<file path="src/rtl/ber_est_pkg.sv">
package ber_est_pkg;

    typedef enum logic {
        ST_HOLD    = 1'b0,
        ST_MEASURE = 1'b1
    } win_state_t;

endpackage

</file>
<file path="src/rtl/ber_reencoder.sv">
module ber_reencoder #(
    parameter int N = 2,
    parameter int K = 7,
    parameter logic [N-1:0][K-1:0] POLY = {7'b1011011, 7'b1111001}
) (
    input  logic         clk,
    input  logic         rst_n,
    input  logic         advance,
    input  logic         bit_in,
    output logic [N-1:0] coded
);

    localparam int HW = K - 1;

    logic [HW-1:0] history;
    logic [K-1:0]  taps_in;

    assign taps_in = {bit_in, history};

    generate
        for (genvar j = 0; j < N; j++) begin : g_gen
            assign coded[j] = ^(taps_in & POLY[j]);
        end
    endgenerate

    always_ff @(posedge clk or negedge rst_n) begin
        if (!rst_n) begin
            history <= '0;
        end else if (advance) begin
            history <= taps_in[K-1:1];
        end
    end

endmodule

</file>
<file path="src/rtl/ber_compare.sv">
module ber_compare #(
    parameter int N  = 2,
    parameter int SW = 4,
    localparam int EW = $clog2(N + 1)
) (
    input  logic [N*SW-1:0] rx_sym,
    input  logic [N-1:0]    coded,
    output logic [EW-1:0]   errs
);

    logic [N-1:0] miss;

    generate
        for (genvar j = 0; j < N; j++) begin : g_cmp
            logic [SW-1:0] sym;
            assign sym     = rx_sym[(N-j)*SW-1 -: SW];
            assign miss[j] = (sym != '0) && (sym[SW-1] != coded[j]);
        end
    endgenerate

    always_comb begin
        errs = '0;
        for (int j = 0; j < N; j++) begin
            errs = errs + EW'(miss[j]);
        end
    end

endmodule

</file>
<file path="src/rtl/ber_window.sv">
module ber_window
    import ber_est_pkg::*;
#(
    parameter int PW = 24,
    parameter int CW = 16,
    parameter int EW = 2
) (
    input  logic          clk,
    input  logic          rst_n,
    input  logic          beat,
    input  logic [EW-1:0] errs,
    input  logic [PW-1:0] period,
    output logic [CW-1:0] err_run,
    output logic [CW-1:0] err_last,
    output logic          win_end,
    output win_state_t    state
);

    win_state_t    state_nx;
    logic [PW-1:0] pos;
    logic [CW:0]   sum;
    logic [CW-1:0] sum_sat;

    assign sum     = {1'b0, err_run} + (CW+1)'(errs);
    assign sum_sat = sum[CW] ? {CW{1'b1}} : sum[CW-1:0];

    always_comb begin
        state_nx = state;
        unique case (state)
            ST_HOLD:    if (period != '0) state_nx = ST_MEASURE;
            ST_MEASURE: if (period == '0) state_nx = ST_HOLD;
            default:    state_nx = ST_HOLD;
        endcase
    end

    always_ff @(posedge clk or negedge rst_n) begin
        if (!rst_n) state <= ST_HOLD;
        else        state <= state_nx;
    end

    always_comb begin
        win_end = 1'b0;
        unique case (state)
            ST_HOLD:    win_end = 1'b0;
            ST_MEASURE: win_end = beat && (period != '0) &&
                                  (({1'b0, pos} + 1'b1) >= {1'b0, period});
            default:    win_end = 1'b0;
        endcase
    end

    always_ff @(posedge clk or negedge rst_n) begin
        if (!rst_n) begin
            pos      <= '0;
            err_run  <= '0;
            err_last <= '0;
        end else begin
            if (state != ST_MEASURE || win_end) pos <= '0;
            else if (beat)                      pos <= pos + 1'b1;
            if (beat) begin
                if (win_end) begin
                    err_last <= sum_sat;
                    err_run  <= '0;
                end else begin
                    err_run  <= sum_sat;
                end
            end
        end
    end

endmodule

</file>
<file path="src/rtl/ber_estimator.sv">
module ber_estimator
    import ber_est_pkg::*;
#(
    parameter int N  = 2,
    parameter int K  = 7,
    parameter int SW = 4,
    parameter int PW = 24,
    parameter int CW = 16,
    parameter logic [N-1:0][K-1:0] POLY = {7'b1011011, 7'b1111001}
) (
    input  logic          clk,
    input  logic          rst_n,
    input  logic          dec_valid,
    input  logic          dec_bit,
    input  logic [N*SW-1:0] rx_sym,
    input  logic [PW-1:0] period,
    output logic [CW-1:0] err_run,
    output logic [CW-1:0] err_last
);

    localparam int EW = $clog2(N + 1);

    logic [N-1:0]  coded;
    logic [EW-1:0] errs;
    logic          win_end;
    win_state_t    state;

    ber_reencoder #(.N(N), .K(K), .POLY(POLY)) u_enc (
        .clk     (clk),
        .rst_n   (rst_n),
        .advance (dec_valid),
        .bit_in  (dec_bit),
        .coded   (coded)
    );

    ber_compare #(.N(N), .SW(SW)) u_cmp (
        .rx_sym (rx_sym),
        .coded  (coded),
        .errs   (errs)
    );

    ber_window #(.PW(PW), .CW(CW), .EW(EW)) u_win (
        .clk      (clk),
        .rst_n    (rst_n),
        .beat     (dec_valid),
        .errs     (errs),
        .period   (period),
        .err_run  (err_run),
        .err_last (err_last),
        .win_end  (win_end),
        .state    (state)
    );

endmodule

</file>
<file path="config.mk">
export PLATFORM = sky130hd
export DESIGN_NAME = ber_estimator
export DESIGN_NICKNAME = d
export VERILOG_FILES = /design/src/rtl/ber_est_pkg.sv /design/src/rtl/ber_reencoder.sv /design/src/rtl/ber_compare.sv /design/src/rtl/ber_window.sv /design/src/rtl/ber_estimator.sv
export SDC_FILE = /design/constraint.sdc
export NUM_CORES = 1
export LEC_CHECK = 0
export BUFFER_PORTS_ARGS = -buffer_cell sky130_fd_sc_hd__buf_2
export CAP_MARGIN = 30
export CELL_PAD_IN_SITES_DETAIL_PLACEMENT = 1
export CELL_PAD_IN_SITES_GLOBAL_PLACEMENT = 1
export CORE_MARGIN = 2
export CORE_UTILIZATION = 39
export DETAILED_ROUTE_END_ITERATION = 12
export PLACE_DENSITY = 0.79
export SETUP_SLACK_MARGIN = 0.02
export SYNTH_ARGS = -nofsm -noshare
export SYNTH_HDL_FRONTEND = slang
export SYNTH_SLANG_ARGS = --single-unit
export TNS_END_PERCENT = 100
</file>
<file path="constraint.sdc">
create_clock -name clk -period 3.45 [get_ports clk]
set_input_delay 0.1725 -clock clk [delete_from_list [all_inputs] [get_ports clk]]
set_output_delay 0.1725 -clock clk [all_outputs]
set_load 0.02 [all_outputs]
</file>
==> metrics.md <==
| Metric | Value |
|---|---|
| Crit share post-route | 102% |
| Slew Limit Fails | 0 |
| Yosys reg bits | 63 |
| Antenna diode count | 0 |
| Clk sinks | 63 |
| Multi-input logic area | 0.00261 mm² |
| Most common cell in the synthesized netlist | nand2_1 |
| F_max | 0.284 GHz |
| Finished Core Util | 51.4% |
| Antenna viol nets, final | 0 |
| Yosys warns | 0 |
| Skew-Pair Late Insertion Delay | 0.35 ns |
| Largest net degree at the start of global routing | 42 |
| LEAKAGE | 2.69 nW |
| Via/cell ratio | 5.63 |
| Mapped Nets | 520 |
| Netlist cell types | 44 |
| Critical path class | reg -> reg |
| Total track usage | 20.8% |
| Routability Congestion | 0.911 |
| Kind of end point of the critical path | flop |
| Detailed-route DRC error count | 0 |
| Setup WS post-layout | -0.0721 ns |
| Vias in the first global route | 3929 |
| Worst path required time | 3.69 ns |
| Worst slew pin tran | 0.951 ns |
| Crit-path max FO | 8 |
| # IOs | 68 |
| H-tree Lvls | 3 |
| Main flop type after synthesis | dfrtp_1 |
| Total gr overflow | 0 |
| Vias | 3877 |
| Startpoint types | flop |
| Layout fillers | 1221 |
| Clock Skew | 0.0104 ns |
| Die ar. | 0.0116 mm² |
| Starting Density | 40.4% |
| Synth area leader | dfrtp_1 |
| CTS Buffer Depth | 2 |
| Total power | 2.55 mW |
| Core area | 0.0104 mm² |
| Hold Vio Cnt, Final | 0 |
| Drt wl/cell | 18.5 µm |
| Max VDD drop | 0.266 mV |
| Pre-Repair DR Iteration Count | 4 |
| DIE WIDTH | 108 µm |
| PD cells | 476 mW/mm² |
| Post-synth top cells | 69 x nand2_1, 63 x dfrtp_1, 34 x nand4_1 |
| Sequential Area | 0.00158 mm² |
| Post-synth EDFFs | 0 |
| Synth top area share | 37.4% |
| Initial antenna violation count | 0 |
| Post-Syn Area | 0.00421 mm² |
| Synth top area cells | dfrtp_1 37%, ha_1 7.7%, nand2_1 6.2% |
| Outcome | complete, but fails checks |
| Worst-path clk slew | 0.07 ns |
| Global-route wire length before repair | 19.2 mm |
| Min Tclk post-route | 3.52 ns |
| RSZ-0062 raised after global routing | yes |
| Fin Setup TNS | -0.861 ns |
| IO buf count | 67 |
| Row count | 37 |
| Final setup viols | 17 |
| Min-Delay Path Class | in -> reg |
| Die Ht | 108 µm |
| Post-synthesis sequential area ratio | 37.4% |
| CTS Buf Count | 9 |
| Initial DRC count | 317 |
| Layout area overhead | 27.0% |
| DP HPWL | 8.45 mm |
| Worst EP arrival | 3.76 ns |
| Total Wirelength | 12.8 mm |
| Clock Tree Root | clkbuf_8 |
| Failing checks | negative setup slack |
| Syn avg cell area | 9.21 µm² |
| Worst rel slew slack | 36.6% |
| CTS tree | yes |
| Asr flop ratio synth | 100% |
| Final net count | 611 |
| Mapped Cells | 457 |
| Max-cap viol count | 0 |
| Share of cells above drive strength 1 | 31.5% |
[kinds of logic (layout without fill, tap and decap cells)]
family | after synthesis | after routing | synth area share [%]
DFF | 63 | 63 | 37.4
xor gates and xnor gates | 38 | 38 | 7.90
muxes | 25 | 25 | 6.66
buffers and inverters | 52 | 148 | 5.29
AOI/OAI and AO/OA | 62 | 62 | 10.5
and+or+nand+nor | 190 | 190 | 24.0
adders and majority gates | 27 | 27 | 8.20
[worst paths after layout]
path	from	to	slack, ns	depth (start not counted)
min	dec_bit	u_enc.history[5]	0.08	2
max reg2reg	u_win.pos[0]	u_win.err_last[13]	-0.07	14
min reg2reg	u_win.err_last[13]	u_win.err_last[13]	0.51	1
min in group asynchronous	rst_n	u_win.err_last[0]	0.51	2
max in group asynchronous	rst_n	u_win.pos[9]	2.04	3
max	u_win.pos[0]	u_win.err_last[13]	-0.07	14
[cells in the final DEF (no fill, tap or decap), drive strengths merged, types with 18 or more instances in the layout]
| cell | netlist | routed |
|---|---|---|
| buf | 10 | 101 |
| xnor2 | 29 | 29 |
| inv | 28 | 28 |
| dfrtp | 63 | 63 |
| nand2 | 69 | 69 |
| nand4 | 35 | 35 |
| nor2 | 18 | 18 |
| mux2 | 24 | 24 |
| a21oi | 21 | 21 |
| ha | 26 | 26 |
[report_power, final]
part	leakage, nW	switching (mW)	internal (mW)
combinational	1.76	0.498	0.396
clock	0.102	0.305	0.404
sequential	0.827	0.119	0.825
[worst max-delay path, stage by stage (launching register included)]
cell	delay [ns]
dfrtp_1	0.37
ha_2	0.20
nand4_1	0.16
buf_4	0.20
nor2_2	0.09
and3_1	0.22
xor2_2	0.11
ha_1	0.31
nand4_1	0.13
nor3_1	0.29
nor3_1	0.09
a311o_1	0.42
a21boi_4	0.29
clkbuf_16	0.24
mux2_4	0.30
[metal layers]
layer	GRT usage (%)	routed length (µm)	share of wire (%)
met5	0	0	0
met4	6.87	205	1.6
met3	2.85	518	4.1
met2	35.8	6310	49
met1	27.0	5720	45
[through the flow]
step	hold WS [ns]	area [µm²]	setup WS (ns)	std cells
after floorplan	-0.123	4220	0.0668	457
after global placement	0.363	4790	0.0700	659
after detailed placement	0.369	4800	-0.0428	660
after CTS	0.0747	5030	0.0396	677
after global routing	0.0762	5350	-0.158	689
final	0.0804	5350	-0.0721	689
[sequential cells by signal, summed over array words and instances (netlist names)]
name            count
u_win.pos          24
u_win.err_last     16
u_win.err_run      16
u_enc.history       6
u_win.state         1
[what timing repair did]
item / in CTS / in global routing
resized for setup: 4 / 44
buffers inserted: 0 / 10
pin swaps: 1 / 24
hold endpoints to repair: 40 / 0
hold buffers: 1 / 0
cloned: 0 / 2
endpoints found under the setup margin: 28 / 37
[layout make-up]
type / instances / share of cell area (%)
clock buffer: 10 / 2.39
clock inverter: 6 / 1.59
inverter: 28 / 1.96
multi-input combinational: 342 / 48.8
sequential: 63 / 29.6
tap: 136 / 3.18
timing repair buffer: 104 / 12.5
No activity file was read; power rests on OpenSTA's default activity.
